--- config.mk ---
export PLATFORM = sky130hd
export DESIGN_NAME = bdma_engine
export DESIGN_NICKNAME = d
export VERILOG_FILES = /design/src/rtl/bdma_pkg.sv /design/src/rtl/bdma_rst_sync.sv /design/src/rtl/bdma_chan_regs.sv /design/src/rtl/bdma_seq.sv /design/src/rtl/bdma_engine.sv
export SDC_FILE = /design/constraint.sdc
export NUM_CORES = 1
export LEC_CHECK = 0
export BUFFER_PORTS_ARGS = -buffer_cell sky130_fd_sc_hd__buf_4
export CORE_MARGIN = 2
export CORE_UTILIZATION = 65
export DETAILED_ROUTE_END_ITERATION = 12
export GPL_ROUTABILITY_DRIVEN = 0
export PLACE_DENSITY = 0.9
export SLEW_MARGIN = 20
export SYNTH_ARGS = -nofsm -noshare
export SYNTH_HDL_FRONTEND = slang
export SYNTH_HIERARCHICAL = 1
export SYNTH_SLANG_ARGS = --single-unit
--- constraint.sdc ---
create_clock -name clk -period 23.2 [get_ports clk]
set_input_delay 2.32 -clock clk [delete_from_list [all_inputs] [get_ports clk]]
set_output_delay 2.32 -clock clk [all_outputs]
set_load 0.02 [all_outputs]
--- src/rtl/bdma_pkg.sv ---
package bdma_pkg;
  localparam logic [7:0] PER_PAGE = 8'h21;

  typedef struct packed {
    logic [7:0]  ctrl;
    logic [7:0]  dest;
    logic [15:0] src;
    logic [7:0]  bank;
    logic [15:0] cnt;
  } chan_cfg_t;

  typedef enum logic [2:0] {S_IDLE, S_LOAD, S_RD, S_WR, S_NEXT} seq_st_t;

  // peripheral offset pattern by transfer type and byte index (mod 4)
  function automatic logic [7:0] pat_off(input logic [2:0] kind, input logic [1:0] idx);
    case (kind)
      3'd1:    pat_off = {7'd0, idx[0]};
      3'd3:    pat_off = {7'd0, idx[1]};
      3'd4:    pat_off = {6'd0, idx};
      default: pat_off = 8'd0;
    endcase
  endfunction
endpackage

--- src/rtl/bdma_rst_sync.sv ---
module bdma_rst_sync #(
  parameter int STAGES = 2
) (
  input  logic clk,
  input  logic rst_n,
  output logic rst_n_sync
);
  logic [STAGES-1:0] sh_q;

  always_ff @(posedge clk or negedge rst_n) begin
    if (!rst_n) sh_q <= '0;
    else        sh_q <= {sh_q[STAGES-2:0], 1'b1};
  end

  assign rst_n_sync = sh_q[STAGES-1];
endmodule

--- src/rtl/bdma_chan_regs.sv ---
module bdma_chan_regs
  import bdma_pkg::*;
#(
  parameter int NCH = 8,
  localparam int CW = $clog2(NCH),
  localparam int AW = CW + 3
) (
  input  logic            clk,
  input  logic            rst_n,
  input  logic            cfg_we,
  input  logic [AW-1:0]   cfg_addr,
  input  logic [7:0]      cfg_wdata,
  input  logic            go_we,
  input  logic [NCH-1:0]  go_mask,
  input  logic            clr,
  input  logic [CW-1:0]   clr_ch,
  output chan_cfg_t       cfg_q [NCH],
  output logic [NCH-1:0]  armed
);
  logic [NCH-1:0] armed_n;

  always_comb begin
    for (int i = 0; i < NCH; i++) begin
      armed_n[i] = armed[i];
      if (clr && clr_ch == CW'(i)) armed_n[i] = 1'b0;
      if (go_we && go_mask[i])     armed_n[i] = 1'b1;
    end
  end

  always_ff @(posedge clk or negedge rst_n) begin
    if (!rst_n) armed <= '0;
    else        armed <= armed_n;
  end

  for (genvar g = 0; g < NCH; g++) begin : g_ch
    logic hit;
    assign hit = cfg_we && (cfg_addr[AW-1:3] == CW'(g));

    always_ff @(posedge clk or negedge rst_n) begin
      if (!rst_n) begin
        cfg_q[g] <= '0;
      end else if (hit) begin
        case (cfg_addr[2:0])
          3'd0: cfg_q[g].ctrl       <= cfg_wdata;
          3'd1: cfg_q[g].dest       <= cfg_wdata;
          3'd2: cfg_q[g].src[7:0]   <= cfg_wdata;
          3'd3: cfg_q[g].src[15:8]  <= cfg_wdata;
          3'd4: cfg_q[g].bank       <= cfg_wdata;
          3'd5: cfg_q[g].cnt[7:0]   <= cfg_wdata;
          3'd6: cfg_q[g].cnt[15:8]  <= cfg_wdata;
          default: ;
        endcase
      end
    end
  end
endmodule

--- src/rtl/bdma_seq.sv ---
module bdma_seq
  import bdma_pkg::*;
#(
  parameter int NCH = 8,
  localparam int CW = $clog2(NCH)
) (
  input  logic            clk,
  input  logic            rst_n,
  input  logic [NCH-1:0]  armed,
  input  chan_cfg_t       sel_cfg,
  output logic [CW-1:0]   cur_ch,
  output logic            clr,
  output logic            done,
  output logic            mem_req,
  output logic            mem_we,
  output logic [23:0]     mem_addr,
  output logic [7:0]      mem_wdata,
  input  logic [7:0]      mem_rdata,
  input  logic            mem_ready,
  output logic            per_req,
  output logic            per_we,
  output logic [15:0]     per_addr,
  output logic [7:0]      per_wdata,
  input  logic [7:0]      per_rdata,
  input  logic            per_ready
);
  seq_st_t     st_q, st_n;
  logic [CW-1:0] cur_n;
  logic [15:0] off_q, off_n;
  logic [7:0]  bank_q, bank_n, ctrl_q, ctrl_n, dest_q, dest_n, dbuf_q, dbuf_n;
  logic [16:0] rem_q, rem_n;
  logic [1:0]  idx_q, idx_n;
  logic [CW-1:0] low_idx;
  logic        dir, rd_ok, wr_ok;
  logic [7:0]  rd_data;

  always_comb begin
    low_idx = '0;
    for (int i = NCH - 1; i >= 0; i--) if (armed[i]) low_idx = CW'(i);
  end

  assign dir     = ctrl_q[7];
  assign rd_ok   = dir ? per_ready : mem_ready;
  assign wr_ok   = dir ? mem_ready : per_ready;
  assign rd_data = dir ? per_rdata : mem_rdata;

  always_comb begin
    st_n = st_q; cur_n = cur_ch; off_n = off_q; bank_n = bank_q;
    ctrl_n = ctrl_q; dest_n = dest_q; dbuf_n = dbuf_q; rem_n = rem_q; idx_n = idx_q;
    clr = 1'b0; done = 1'b0;
    case (st_q)
      S_IDLE, S_NEXT: begin
        if (|armed) begin
          cur_n = low_idx;
          st_n  = S_LOAD;
        end else begin
          done = (st_q == S_NEXT);
          st_n = S_IDLE;
        end
      end
      S_LOAD: begin
        off_n  = sel_cfg.src;
        bank_n = sel_cfg.bank;
        ctrl_n = sel_cfg.ctrl;
        dest_n = sel_cfg.dest;
        rem_n  = (sel_cfg.cnt == 16'd0) ? 17'h10000 : {1'b0, sel_cfg.cnt};
        idx_n  = 2'd0;
        st_n   = S_RD;
      end
      S_RD: if (rd_ok) begin
        dbuf_n = rd_data;
        st_n   = S_WR;
      end
      S_WR: if (wr_ok) begin
        idx_n = idx_q + 2'd1;
        rem_n = rem_q - 17'd1;
        if (!ctrl_q[3]) off_n = ctrl_q[4] ? off_q - 16'd1 : off_q + 16'd1;
        if (rem_q == 17'd1) begin
          clr  = 1'b1;
          st_n = S_NEXT;
        end else begin
          st_n = S_RD;
        end
      end
      default: st_n = S_IDLE;
    endcase
  end

  always_ff @(posedge clk or negedge rst_n) begin
    if (!rst_n) begin
      st_q <= S_IDLE; cur_ch <= '0; off_q <= '0; bank_q <= '0; ctrl_q <= '0;
      dest_q <= '0; dbuf_q <= '0; rem_q <= '0; idx_q <= '0;
    end else begin
      st_q <= st_n; cur_ch <= cur_n; off_q <= off_n; bank_q <= bank_n; ctrl_q <= ctrl_n;
      dest_q <= dest_n; dbuf_q <= dbuf_n; rem_q <= rem_n; idx_q <= idx_n;
    end
  end

  assign mem_req   = (st_q == S_RD && !dir) || (st_q == S_WR && dir);
  assign per_req   = (st_q == S_RD && dir)  || (st_q == S_WR && !dir);
  assign mem_we    = (st_q == S_WR);
  assign per_we    = (st_q == S_WR);
  assign mem_addr  = {bank_q, off_q};
  assign per_addr  = {PER_PAGE, dest_q + pat_off(ctrl_q[2:0], idx_q)};
  assign mem_wdata = dbuf_q;
  assign per_wdata = dbuf_q;

  // bank is constant while a channel is moving bytes
  a_r4_bank_keep: assert property (@(posedge clk) disable iff (!rst_n)
    (st_q inside {S_RD, S_WR}) && $past(st_q inside {S_RD, S_WR}) |-> bank_q == $past(bank_q));

  // the channel being loaded is armed and nothing below it is armed
  a_r7_pick_lowest: assert property (@(posedge clk) disable iff (!rst_n)
    st_q == S_LOAD |-> armed[cur_ch] && ((armed & ((NCH'(1) << cur_ch) - NCH'(1))) == '0));
endmodule

--- src/rtl/bdma_engine.sv ---
module bdma_engine
  import bdma_pkg::*;
#(
  parameter int NCH = 8,
  localparam int CW = $clog2(NCH),
  localparam int AW = CW + 3
) (
  input  logic            clk,
  input  logic            rst_n,
  input  logic            cfg_we,
  input  logic [AW-1:0]   cfg_addr,
  input  logic [7:0]      cfg_wdata,
  input  logic            go_we,
  input  logic [NCH-1:0]  go_mask,
  output logic [NCH-1:0]  armed,
  output logic            done,
  output logic            mem_req,
  output logic            mem_we,
  output logic [23:0]     mem_addr,
  output logic [7:0]      mem_wdata,
  input  logic [7:0]      mem_rdata,
  input  logic            mem_ready,
  output logic            per_req,
  output logic            per_we,
  output logic [15:0]     per_addr,
  output logic [7:0]      per_wdata,
  input  logic [7:0]      per_rdata,
  input  logic            per_ready
);
  logic          rst_n_s, clr;
  logic [CW-1:0] cur_ch;
  chan_cfg_t     cfg_q [NCH];

  bdma_rst_sync #(.STAGES(2)) u_rst (.clk(clk), .rst_n(rst_n), .rst_n_sync(rst_n_s));

  bdma_chan_regs #(.NCH(NCH)) u_regs (
    .clk(clk), .rst_n(rst_n_s), .cfg_we(cfg_we), .cfg_addr(cfg_addr), .cfg_wdata(cfg_wdata),
    .go_we(go_we), .go_mask(go_mask), .clr(clr), .clr_ch(cur_ch), .cfg_q(cfg_q), .armed(armed));

  bdma_seq #(.NCH(NCH)) u_seq (
    .clk(clk), .rst_n(rst_n_s), .armed(armed), .sel_cfg(cfg_q[cur_ch]), .cur_ch(cur_ch),
    .clr(clr), .done(done),
    .mem_req(mem_req), .mem_we(mem_we), .mem_addr(mem_addr), .mem_wdata(mem_wdata),
    .mem_rdata(mem_rdata), .mem_ready(mem_ready),
    .per_req(per_req), .per_we(per_we), .per_addr(per_addr), .per_wdata(per_wdata),
    .per_rdata(per_rdata), .per_ready(per_ready));

  // one port at a time
  a_r10_one_side: assert property (@(posedge clk) disable iff (!rst_n_s) !(mem_req && per_req));

  // stalled requests hold
  a_r9_mem_hold: assert property (@(posedge clk) disable iff (!rst_n_s)
    mem_req && !mem_ready |=> mem_req && $stable(mem_addr) && $stable(mem_we) && $stable(mem_wdata));
  a_r9_per_hold: assert property (@(posedge clk) disable iff (!rst_n_s)
    per_req && !per_ready |=> per_req && $stable(per_addr) && $stable(per_we) && $stable(per_wdata));

  // finishing a channel drops its armed bit unless re-armed in the same cycle
  a_r8_bit_clears: assert property (@(posedge clk) disable iff (!rst_n_s)
    clr && !go_we |=> !armed[cur_ch]);
endmodule

After elaboration in Yosys (flattened, before gate mapping)

Index checks and enable logic that the tools add are counted.
Widths: inputs -> output; s select.

Equal/unequal tests: 31
Bitwise logic cells: 1
Reductions and logical operators: 108
Add/subtract/negate cells: 5
$lt $le $gt $ge: 1
Multiplexer cells: 50

Operators by type and width:

| operator              | number |
|---|---|
| $bmux 56 s3           | 1 |
| $reduce_and 2->1      | 60 |
| $mux 56               | 2 |
| $mux 16               | 3 |
| $eq 3x3->1 const B    | 13 |
| $mux 17               | 2 |
| $pmux 17 s2           | 1 |
| $mux 3                | 11 |
| $pmux 16 s2           | 1 |
| $logic_and 1x1->1     | 28 |
| $eq 3x2->1 const B    | 9 |
| $mux 1                | 24 |
| $reduce_bool 2->1     | 9 |
| $eq 17x1->1 const B   | 1 |
| $sub 17x1->17 const B | 1 |
| $add 16x1->16 const B | 1 |
| $logic_not 16->1      | 1 |
| $sub 16x1->16 const B | 1 |
| $eq 3x1->1 const B    | 5 |
| $logic_not 3->1       | 4 |
| $pmux 3 s4            | 1 |
| $add 8x2->8           | 1 |
| $mux 8                | 1 |
| $reduce_or 8->1       | 1 |
| 12 further kinds      | 14 |

Logic and storage cells: 270
Output and inout bits: 69
Input port bits: 44
Register bits: 531

Logic depth before layout (Yosys ltp)

Depth after elaboration: 8
Gate-level depth with buffers: 11
Gate-level depth less buffers: 8

Cells and area by module

Netlist, hierarchy kept.

By module, submodules not included:

| module         | seq. area each (um^2) | cells an instance | instances | area each (um^2) |
|---|---|---|---|---|
| bdma_chan_regs | 11410.9               | 1068              | 1         | 17484.3 |
| bdma_seq       | 1776.7                | 554               | 1         | 4504.3 |
| bdma_engine    | 0.0                   | 199               | 1         | 3342.0 |
| bdma_rst_sync  | 50.0                  | 3                 | 1         | 53.8 |

Least setup slack after synthesis

No wires, ideal clock.

Path kind: register to output
Start point: reg u_seq.ctrl_q[0]
End point: out per_addr[6]
Buffers on the path: 0
Path slack: 18.835 ns
Arrival time: 2.045 ns
Stages on the path, launching flop included: 9
Required time: 20.880 ns
Cell sequence: dfrtp_1 -> nand2b_1 -> o32ai_1 -> ha_1 -> inv_1 -> fa_1 -> nor2b_1 -> nand4_1 -> xnor2_1

Word-level cells in the longest chain between the ends: 3
Elaborated cells between the ends (all ways): 5
Those cells by class: add/sub (1); eq/ne (3); mux (1)

Ends and longest elaborated chain:

| element                            | RTL line          | text |
|---|---|---|
| from (decl)                        | bdma_seq.sv:30    | `logic [7:0] bank_q, bank_n, ctrl_q, ctrl_n, dest_q, dest_n, dbuf_q, dbuf_n;` |
| from (signal assigned)             | bdma_seq.sv:94    | `st_q <= st_n; cur_ch <= cur_n; off_q <= off_n; bank_q <= bank_n; ctrl_q <= ctrl_n;` |
| $eq 3x3->1 (tied with other cells) | bdma_pkg.sv:16    | `case (kind)` |
| $pmux 2 s3 *                       | bdma_pkg.sv:16    |  |
| $add 8x2->8 *                      | bdma_seq.sv:104   | `assign per_addr = {PER_PAGE, dest_q + pat_off(ctrl_q[2:0], idx_q)};` |
| to (decl)                          | bdma_engine.sv:25 | `output logic [15:0] per_addr,` |

Mark *: on every way between the ends. The rest lies on a longest branch, timed or not.

Worst setup path after layout

Same ends and word-level chain as after synthesis.

==> results.ini <==
[cells_and_area]
area_growth_pct=11.1
layout-drive-gt1-share=0.453
diodes=0
layout.nets=1895

[worst_setup_path]
cp_max_fo=3
reg2reg_slack_ns=18.80
critPathLaunch=u_seq/ctrl_q[0]
worst_ep_arrival_time_ns=2.66
startpoint_type=flop
crit_end=per_addr[6]
r2r_start=u_seq/cur_ch[2]
critPathSlowestCell=fa_1
r2r_cells=9
worst-setup-path-type=reg2out
cp_cell_sequence=nand2b_1 > o32ai_1 > ha_1 > inv_1 > fa_1 > nor2b_1 > nand4_1 > xnor2_1 > buf_4
critPathTopFamily=adder cells
reg2reg_to=u_seq/rem_q[5]
worstPathRequired_ns=20.88
worstSetupEndpointType=output port
cp.depth=9
critPathMaxStageDelay_ns=0.42
path_buf_inv=2

[floorplanning]
fp.dieW_um=199
io-pin-count=113
chipHeight_um=199
initial_core_util=0.657
rows=71
coreArea_mm2=0.0376
die-area_mm2=0.0396

[grt]
grt_overflow_total=0
antenna_found_initial=2
grt_start_max_net_pins=85
grt_pass1_vias=16400
track_usage=0.303
grt_pass1_wl_um=91700

[clock_tree]
cts-root-buf=clkbuf_16
cts_tree=yes
clock-sinks=513
clock_latency_ns=0.59
cts_made_buffers=51
cts_resized=0
cts_hold_buf=0
cts_max_level=2
cts_setup_buffers=0
cts_buffer_depth=3
clk_pin_slew_ns=0.07

[drt]
vias_per_cell=6.56
drc=0
vias=15600
drt_iter0_drc=1445
drt_wl_total_um=59100
drt_pass1_iterations=5
routedWlPerCell_um=24.8
drtAntennaViolNets=0

[sta]
fin_ws_ns=18.22
timing.max_slew.rel_slack=0.258
worstMarginPinSlew_ns=1.11
rsz0062_at_grt=false
fin_crit_sh=0.215
clock_skew_ns=0.0248
holdWs_ns=0.348
finalCriticalPeriod_ns=4.98
setup_tns_ns=0
fmax_ghz=0.201
setup_viol=0
finalHoldViolations=0
slew_viol_final=0

[placement]
numPortBuffers=104
dpl_worst_slack_ns=18.81
dp_hpwl_um=34500

[run]
max-cap-violations=0

[hold_path]
hold_class=reg2reg

[synth]
synth_area_per_cell_um2=13.8
syn_area_mm2=0.0247
syn-instance-count=1786
ys_warn_count=6

[pwr]
ir_drop_uv=50.6
p_per_area_mw_per_mm2=97.1
p_leak_nw=12.6
power_mw=2.66

[outcome]
status=finished clean

## layout by cell type, fill, tap and decap left out, types with 9 or more instances in the layout
master / n
clkbuf_16: 53
ha_1: 18
nor2_1: 43
nor2_2: 15
mux2_2: 470
buf_4: 120
nor2_4: 13
xnor2_1: 13
conb_1: 9
o21ai_0: 46
a21oi_1: 50
mux2i_1: 15
clkinv_2: 9
mux2_1: 16
clkbuf_8: 18
mux4_2: 108
nand4_1: 10
nand3_1: 16
nand2_1: 134
nor3_1: 20
dfrtp_1: 509
inv_1: 18
## routing by layer
layer  global-route usage  wire [um]  vias to the layer above
met3               0.0624       4300                      163
met5                    0         23                        -
met1                0.398      23700                     8232
met4                0.132       2190                        4
li1                     -          -                     6599
met2                0.493      28900                      635
## registers in the layout, indices dropped and copies added (netlist names), 6 cells and up
signal	cells
u_seq/rem_q	17
u_seq/ctrl_q	6
u_seq/off_q	16
u_regs/cfg_q	432
u_regs/armed	8
u_seq/mem_wdata	8
u_seq/bank_q	8
u_seq/dest_q	8
## how the worst min path moves through the flow
| stage | from | slack (ns) | to | depth (start not counted) |
|---|---|---|---|---|
| 4_1_cts | u_rst/sh_q[0] | 0.35 | u_rst/sh_q[1] | 0 |
| 2_1_floorplan | u_rst/sh_q[0] | 0.33 | u_rst/sh_q[1] | 0 |
| 3_5_place_dp | u_rst/sh_q[0] | 0.34 | u_rst/sh_q[1] | 0 |
| 3_3_place_gp | u_rst/sh_q[0] | 0.33 | u_rst/sh_q[1] | 0 |
| 5_1_grt | u_rst/sh_q[0] | 0.38 | u_rst/sh_q[1] | 0 |
| 6_report | u_rst/sh_q[0] | 0.35 | u_rst/sh_q[1] | 0 |
## power by group
group	total (mW)	switching (mW)	leakage, nW	internal (mW)
Combinational	0.658	0.355	4.97	0.303
Clock	0.858	0.351	0.876	0.508
Sequential	1.15	0.110	6.74	1.04
Total	2.66	0.816	12.6	1.85
## cell type report
| cell class | count | area [um^2] |
|---|---|---|
| clock buffer | 77 | 1600 |
| fill | 2113 | 10100 |
| multi-input combinational | 1123 | 11100 |
| inverter | 18 | 67.6 |
| timing repair buffer | 124 | 962 |
| clock inverter | 17 | 175 |
| tap | 511 | 639 |
| sequential | 513 | 12800 |
## per-stage QoR
stage               instances  area [um^2]  utilization
floorplan                1792        24700            -
global placement         2288        25600        0.682
detailed placement       2288        25600        0.682
CTS                      2382        27400        0.729
global route             2383        27400        0.730
finish                   2383        27400        0.730
(Power assumes the default switching activity.)
